$ cat src/rtl/usb_cep_pkg.sv
package usb_cep_pkg;
   typedef enum logic [1:0] {TK_SETUP = 2'd0, TK_IN = 2'd1, TK_OUT = 2'd2} tok_e;
   typedef enum logic [1:0] {RS_ACK = 2'd0, RS_NAK = 2'd1, RS_STALL = 2'd2, RS_DATA = 2'd3} rsp_e;
   typedef enum logic [1:0] {ST_IDLE, ST_SETUP_DAT, ST_OUT_DAT, ST_IN_HS} st_e;
endpackage

$ cat src/rtl/cep_timer.sv
module cep_timer #(
   parameter int TIMEOUT = 16,
   parameter int TMR_W   = 4
) (
   input  logic clk,
   input  logic rst_n,
   input  logic run,
   output logic expired
);
   generate
      if (TIMEOUT == 0) begin : g_none
         assign expired = 1'b0;
      end else begin : g_cnt
         logic [TMR_W-1:0] cnt;
         always_ff @(posedge clk or negedge rst_n) begin
            if (!rst_n)        cnt <= '0;
            else if (!run)     cnt <= '0;
            else if (!expired) cnt <= cnt + 1'b1;
         end
         assign expired = run && (cnt == TMR_W'(TIMEOUT - 1));

         // the wait never outlasts its bound
         p_wait_bounded_r9: assert property (@(posedge clk) disable iff (!rst_n)
            expired |=> !expired);
      end
   endgenerate
endmodule

$ cat src/rtl/cep_txen_flag.sv
module cep_txen_flag (
   input  logic clk,
   input  logic rst_n,
   input  logic arm,
   input  logic drain,
   output logic tx_en
);
   always_ff @(posedge clk or negedge rst_n) begin
      if (!rst_n)     tx_en <= 1'b0;
      else if (arm)   tx_en <= 1'b1;
      else if (drain) tx_en <= 1'b0;
   end

   // flag only falls after the drained packet was acknowledged
   p_clear_on_drain_r7: assert property (@(posedge clk) disable iff (!rst_n)
      $fell(tx_en) |-> $past(drain));
endmodule

$ cat src/rtl/cep_reply_sel.sv
module cep_reply_sel
   import usb_cep_pkg::*;
#(
   parameter int LEN_W     = 7,
   parameter int MAX_PKT   = 8,
   parameter int SETUP_LEN = 8
) (
   input  logic             ev_in,
   input  logic             ev_setup_dat,
   input  logic             ev_out_dat,
   input  logic             stall,
   input  logic             tx_en,
   input  logic [LEN_W-1:0] dat_len,
   input  logic [LEN_W-1:0] rx_space,
   input  logic [LEN_W-1:0] tx_fill,
   output logic             r_valid,
   output rsp_e             r_kind,
   output logic [LEN_W-1:0] r_len,
   output logic             r_wr,
   output logic             in_sent
);
   localparam logic [LEN_W-1:0] CAP = LEN_W'(MAX_PKT);
   localparam logic [LEN_W-1:0] SLEN = LEN_W'(SETUP_LEN);

   always_comb begin
      r_valid = 1'b0;
      r_kind  = RS_ACK;
      r_len   = '0;
      r_wr    = 1'b0;
      in_sent = 1'b0;
      if (ev_setup_dat) begin
         if (dat_len == SLEN) begin
            r_valid = 1'b1;
            r_wr    = 1'b1;
            r_len   = dat_len;
         end
      end else if (ev_out_dat) begin
         r_valid = 1'b1;
         if (stall)                 r_kind = RS_STALL;
         else if (dat_len > rx_space) r_kind = RS_NAK;
         else begin
            r_wr  = 1'b1;
            r_len = dat_len;
         end
      end else if (ev_in) begin
         r_valid = 1'b1;
         if (stall)       r_kind = RS_STALL;
         else if (!tx_en) r_kind = RS_NAK;
         else begin
            r_kind  = RS_DATA;
            r_len   = (tx_fill > CAP) ? CAP : tx_fill;
            in_sent = 1'b1;
         end
      end
   end
endmodule

$ cat src/rtl/usb_ctrl_ep_responder.sv
module usb_ctrl_ep_responder
   import usb_cep_pkg::*;
#(
   parameter int LEN_W   = 7,
   parameter int MAX_PKT = 8,
   parameter int TIMEOUT = 16
) (
   input  logic             clk,
   input  logic             rst_n,
   input  logic             tok_valid,
   input  logic [1:0]       tok_kind,
   input  logic             dat_valid,
   input  logic [LEN_W-1:0] dat_len,
   input  logic             host_ack,
   input  logic             fw_arm,
   input  logic             fw_stall,
   input  logic [LEN_W-1:0] rx_space,
   input  logic [LEN_W-1:0] tx_fill,
   output logic             rsp_valid,
   output logic [1:0]       rsp_kind,
   output logic [LEN_W-1:0] rsp_len,
   output logic             rx_wr,
   output logic             tx_en,
   output logic             in_done
);
   localparam int SETUP_LEN = 8;
   localparam int TMR_W     = (TIMEOUT < 2) ? 1 : $clog2(TIMEOUT);

   generate
      if (MAX_PKT < 1 || MAX_PKT >= (1 << LEN_W)) begin : g_bad_pkt
         $error("MAX_PKT must be between 1 and 2**LEN_W-1");
      end
      if (SETUP_LEN >= (1 << LEN_W)) begin : g_bad_len
         $error("LEN_W too narrow for a setup packet");
      end
   endgenerate

   st_e              state;
   logic             stall_q;
   logic [LEN_W-1:0] pend_len;
   logic             expired;
   logic             ev_in, ev_setup_dat, ev_out_dat, ack_in, drain;
   logic             r_valid, r_wr, in_sent;
   rsp_e             r_kind;
   logic [LEN_W-1:0] r_len;

   assign ev_in        = (state == ST_IDLE) && tok_valid && (tok_kind == TK_IN);
   assign ev_setup_dat = (state == ST_SETUP_DAT) && dat_valid;
   assign ev_out_dat   = (state == ST_OUT_DAT) && dat_valid;
   assign ack_in       = (state == ST_IN_HS) && host_ack;
   assign drain        = ack_in && (pend_len == tx_fill);

   cep_timer #(.TIMEOUT(TIMEOUT), .TMR_W(TMR_W)) u_timer (
      .clk(clk), .rst_n(rst_n), .run(state != ST_IDLE), .expired(expired));

   cep_reply_sel #(.LEN_W(LEN_W), .MAX_PKT(MAX_PKT), .SETUP_LEN(SETUP_LEN)) u_sel (
      .ev_in(ev_in), .ev_setup_dat(ev_setup_dat), .ev_out_dat(ev_out_dat),
      .stall(stall_q), .tx_en(tx_en), .dat_len(dat_len), .rx_space(rx_space),
      .tx_fill(tx_fill), .r_valid(r_valid), .r_kind(r_kind), .r_len(r_len),
      .r_wr(r_wr), .in_sent(in_sent));

   cep_txen_flag u_flag (
      .clk(clk), .rst_n(rst_n), .arm(fw_arm), .drain(drain), .tx_en(tx_en));

   always_ff @(posedge clk or negedge rst_n) begin
      if (!rst_n) begin
         state <= ST_IDLE;
      end else begin
         unique case (state)
            ST_IDLE: if (tok_valid) begin
               if (tok_kind == TK_SETUP)    state <= ST_SETUP_DAT;
               else if (tok_kind == TK_OUT) state <= ST_OUT_DAT;
               else if (in_sent)            state <= ST_IN_HS;
            end
            ST_SETUP_DAT, ST_OUT_DAT: if (dat_valid || expired) state <= ST_IDLE;
            ST_IN_HS:                 if (host_ack || expired)  state <= ST_IDLE;
            default:                  state <= ST_IDLE;
         endcase
      end
   end

   always_ff @(posedge clk or negedge rst_n) begin
      if (!rst_n) begin
         stall_q   <= 1'b0;
         pend_len  <= '0;
         rsp_valid <= 1'b0;
         rsp_kind  <= RS_ACK;
         rsp_len   <= '0;
         rx_wr     <= 1'b0;
         in_done   <= 1'b0;
      end else begin
         if (fw_stall)                  stall_q <= 1'b1;
         else if (ev_setup_dat && r_wr) stall_q <= 1'b0;
         if (in_sent) pend_len <= r_len;
         rsp_valid <= r_valid;
         rsp_kind  <= r_kind;
         rsp_len   <= r_len;
         rx_wr     <= r_wr;
         in_done   <= ack_in;
      end
   end

   // a write is always paired with an ACK
   p_wr_is_ack_r3: assert property (@(posedge clk) disable iff (!rst_n)
      rx_wr |-> (rsp_valid && rsp_kind == RS_ACK));
   // stall state forbids NAK and data replies
   p_stall_first_r4: assert property (@(posedge clk) disable iff (!rst_n)
      (rsp_valid && (rsp_kind == RS_DATA || rsp_kind == RS_NAK)) |-> !$past(stall_q));
   // data only goes out while enabled
   p_data_needs_en_r5: assert property (@(posedge clk) disable iff (!rst_n)
      (rsp_valid && rsp_kind == RS_DATA) |-> $past(tx_en));
   // data length capped, completion only out of the handshake wait
   p_len_cap_r6: assert property (@(posedge clk) disable iff (!rst_n)
      (rsp_valid && rsp_kind == RS_DATA) |-> (rsp_len <= LEN_W'(MAX_PKT)));
   p_done_after_wait_r6: assert property (@(posedge clk) disable iff (!rst_n)
      in_done |-> ($past(state) == ST_IN_HS));
   // timeout leaves the flag armed
   p_timeout_keeps_en_r9: assert property (@(posedge clk) disable iff (!rst_n)
      (state == ST_IN_HS && expired && !host_ack) |=> tx_en);
endmodule

$ cat config.mk
export PLATFORM = sky130hd
export DESIGN_NAME = usb_ctrl_ep_responder
export DESIGN_NICKNAME = d
export VERILOG_FILES = /design/src/rtl/usb_cep_pkg.sv /design/src/rtl/cep_timer.sv /design/src/rtl/cep_txen_flag.sv /design/src/rtl/cep_reply_sel.sv /design/src/rtl/usb_ctrl_ep_responder.sv
export SDC_FILE = /design/constraint.sdc
export NUM_CORES = 1
export LEC_CHECK = 0
export BUFFER_PORTS_ARGS = -buffer_cell sky130_fd_sc_hd__buf_2
export CORE_ASPECT_RATIO = 1.5
export CORE_UTILIZATION = 42
export CTS_BUF_LIST = sky130_fd_sc_hd__clkbuf_16
export CTS_CLUSTER_DIAMETER = 30
export CTS_CLUSTER_SIZE = 16
export DETAILED_ROUTE_END_ITERATION = 7
export PLACE_DENSITY = 0.67
export SLEW_MARGIN = 40
export SYNTH_ARGS = -nofsm -noshare
export SYNTH_HDL_FRONTEND = slang
export SYNTH_SLANG_ARGS = --single-unit
$ cat constraint.sdc
create_clock -name clk -period 1.95 [get_ports clk]
set_input_delay 0 -clock clk [delete_from_list [all_inputs] [get_ports clk]]
set_output_delay 0 -clock clk [all_outputs]
set_load 0.01 [all_outputs]
==> results.md <==
* Slew HR at 59.6%
* CP Buf/Inv Count at 1
* Post-synth cell types at 34
* CTS tree: yes
* CTS HTree Levels at 1
* Hold Fails Final Rpt at 0
* Leakage power at 0.000957 µW
* # IOs at 43
* Global-route wire length before repair at 5620 µm
* CP arrival at 1.91 ns
* Synth Instances at 148
* Gp weighted congestion at 0.872
* Clock sinks at 27
* Top cell type's share of synthesized area at a little under half
* Synth Area in Adders at 10.1%
* Setup_tns at 0 ns
* Vias in the first global route at 1236
* Remaining Overflow, GRT at 0
* Synth warn at 0
* Critical path cell sequence: inv_1 > ha_1 > o21a_1 > or3_1 > o21a_1 > o31ai_1
* Starting Density at around 44%
* Outcome: finished, final reports clean
* Root Buffer: clkbuf_16
* Sequential cell area at 676 µm²
* Via count at 1252
* Crit path max fanout at 7
* F_max at 575 MHz
* 1st-iter DRT viols at 23
* Post-Syn Area per Cell at 10.0 µm²
* Drt pass-1 iters at 4
* Worst EP required at 2.12 ns
* Share of cells above drive strength 1 at around a quarter
* CP peak stage delay at approximately 0.42 ns
* Crit end category: flip-flop
* Post-synthesis xor/xnor area fraction at 4.71%
* Average routed wire per standard cell at 13.8 µm
* Drt total wl at 3290 µm
* ANT cells at 0
* Largest delay share family, worst path: compound AO/OA/AOI/OAI gates
* Minimum clock period at 1.74 ns
* Largest cells by area after synthesis: dfrtp_1 45%, ha_1 10%, xnor2_1 4.7%
* Initial antenna violation count at 0
* Compound-Gate Fraction of Synth Area at 12.2%
* RSZ-0062 raised after global routing: false
* Hold Crit Class: input port to flip-flop
* Clock buffer depth at 2
* Core area at approximately 0.0034 mm²
* Mux contribution to synthesized area at 0.673%
* Die Ht at between 70 and 80 µm
* TritonCTS Buffers at 3
* Endpoints failing setup at 0
* Most area-hungry cell type in the Yosys netlist: dfrtp_1
* Std cell rows at 26
* Detailed placer's ending HPWL at ~2600 µm
* Full die area at 0.00379 mm²
* Setup bufs post-CTS at 0
* Yosys reg bits at 27
* Hold slack at between 0.009 and 0.01 ns
* Worst-Margin Slew at 0.606 ns
* GRT Util Overall at 20.0%
* Routed Antenna Nets at 0
* Pins over their slew limit at 0
* Vias per std cell at 5.24
* Nets at 240
* Post-synthesis sequential area ratio at 45.5%
* Final instance area at approximately 0.0019 mm²
* Max-cap violation count at 0
* Width of the die at between 50 and 60 µm
* Clock skew after layout at 0.00140 ns
* Area of the multi-input gates at 733 µm²
* CTS clock-pin slew for the worst setup and hold paths at roughly 0.060 ns
* Period utilisation layout at 89.2%
* Setup crit start kind: flip-flop
* Main combinational cell family by area after synthesis: simple AND/OR/NAND/NOR gates
* Synth Cell Area at 0.00149 mm²
* Clk_lat worst skew at 0.26 ns
* Crit path top cell by count: o21a_1
* Most frequent cells in the layout: 42 x buf_2, 27 x dfrtp_1, 13 x inv_1
* Pin count of the biggest net entering global routing at 28
* Slowest-stage cell, CP: dfrtp_1
* Fill count at 319
* Syn Nets at 190
* Commonest non-fill, non-tap cell in the layout: buf_2
* Post-DP Area at 0.00174 mm²
* Simple-Gate Fraction of Synth Area at 21.6%
* Area Overhead vs Synth at 25.0%
* Drt drc at 0
* Pwr/cell area at 800 mW/mm²
* I/O Buffers at between 40 and 50
* Crit path kind: flip-flop to flip-flop
* Worst vdd ir at 0.000474 V
[path summary, 6_finish.rpt]
check                       startpoint     endpoint  slack (ns)  depth (start not counted)
setup reg to reg              state[0]   rsp_len[3]        0.21                          6
hold reg to reg            pend_len[2]  pend_len[2]        0.50                          2
setup / recovery              state[0]   rsp_len[3]        0.21                          6
min in group asynchronous        rst_n   rsp_len[1]        0.28                          2
max in group asynchronous        rst_n  rsp_kind[0]        1.27                          2
hold / removal                host_ack      in_done        0.01                          2
[cell type report]
class | count | area share [%]
Clock inverter | 1 | 0.202
Clock buffer | 3 | 4.04
Sequential cell | 27 | 36.4
Tap cell | 42 | 2.83
Timing Repair Buffer | 49 | 14.7
Inverter | 12 | 2.42
Multi-Input combinational cell | 105 | 39.5
[power breakdown]
part / leakage [µW] / internal [µW] / switching, µW / total (µW)
logic: 0.000553 / 168 / 211 / 379
clock network: 0.0000423 / 274 / 179 / 453
registers: 0.000362 / 609 / 46.7 / 655
[synth_stat cells]
| cell | count |
|---|---|
| a22oi_1 | 1 |
| and2_2 | 1 |
| nand4_1 | 4 |
| nand3b_1 | 1 |
| nand3_1 | 6 |
| nor3_1 | 4 |
| a21oi_1 | 8 |
| o2bb2a_1 | 1 |
| o21ba_2 | 1 |
| o21ai_0 | 6 |
| mux2i_1 | 1 |
| and2_1 | 3 |
| nor2_1 | 10 |
| buf_2 | 2 |
| a21o_1 | 1 |
| nor4b_1 | 1 |
| o31ai_1 | 4 |
| a21boi_0 | 1 |
| nand4b_1 | 2 |
| a22o_2 | 1 |
| nand4b_4 | 1 |
| and4b_1 | 1 |
| ha_1 | 12 |
| a31oi_1 | 1 |
| xnor2_1 | 8 |
| nand2_1 | 11 |
| o21a_1 | 3 |
| nor4_1 | 1 |
| nand2b_1 | 4 |
| inv_1 | 12 |
| buf_6 | 2 |
| or3_1 | 2 |
| nor3b_1 | 4 |
| dfrtp_1 | 27 |
[stage by stage]
step | cells | util (%) | power, µW | setup WS, ns
after floorplan | 148 | - | 919 | 0.295
after global placement | 231 | 51.4 | 1010 | 0.294
after detailed placement | 231 | 51.4 | 1040 | 0.217
after CTS | 239 | 54.9 | 1500 | 0.211
after global routing | 239 | 54.9 | 1580 | 0.0805
final | 239 | 54.9 | 1490 | 0.210
[layer usage]
metal	global-route usage [%]	share of wire (%)
met5	0	0
met4	8.33	0.49
met3	2.63	2.9
met2	38.1	58
met1	22.2	39
[kinds of logic (layout without fill, tap and decap cells)]
logic type / count (synthesis) / in the layout
simple gates: 56 / 56
buf+inv: 16 / 65
compound gates: 28 / 28
xor+xnor: 8 / 8
fa+ha+maj: 12 / 12
flops: 27 / 27
mux: 1 / 1
[sequential cells by signal (all words and copies together), names as in the netlist]
register	cells
rsp_kind	2
u_timer.g_cnt.cnt	4
pend_len	7
in_done	1
rsp_valid	1
state	2
rx_wr	1
u_flag.tx_en	1
rsp_len	7
stall_q	1
[what timing repair did]
action                                 in CTS  in global routing
gates resized for setup                     0                  0
hold buffers                                4                  0
endpoints found under the hold margin      30                  0
No activity file was read; power rests on OpenSTA's default activity.
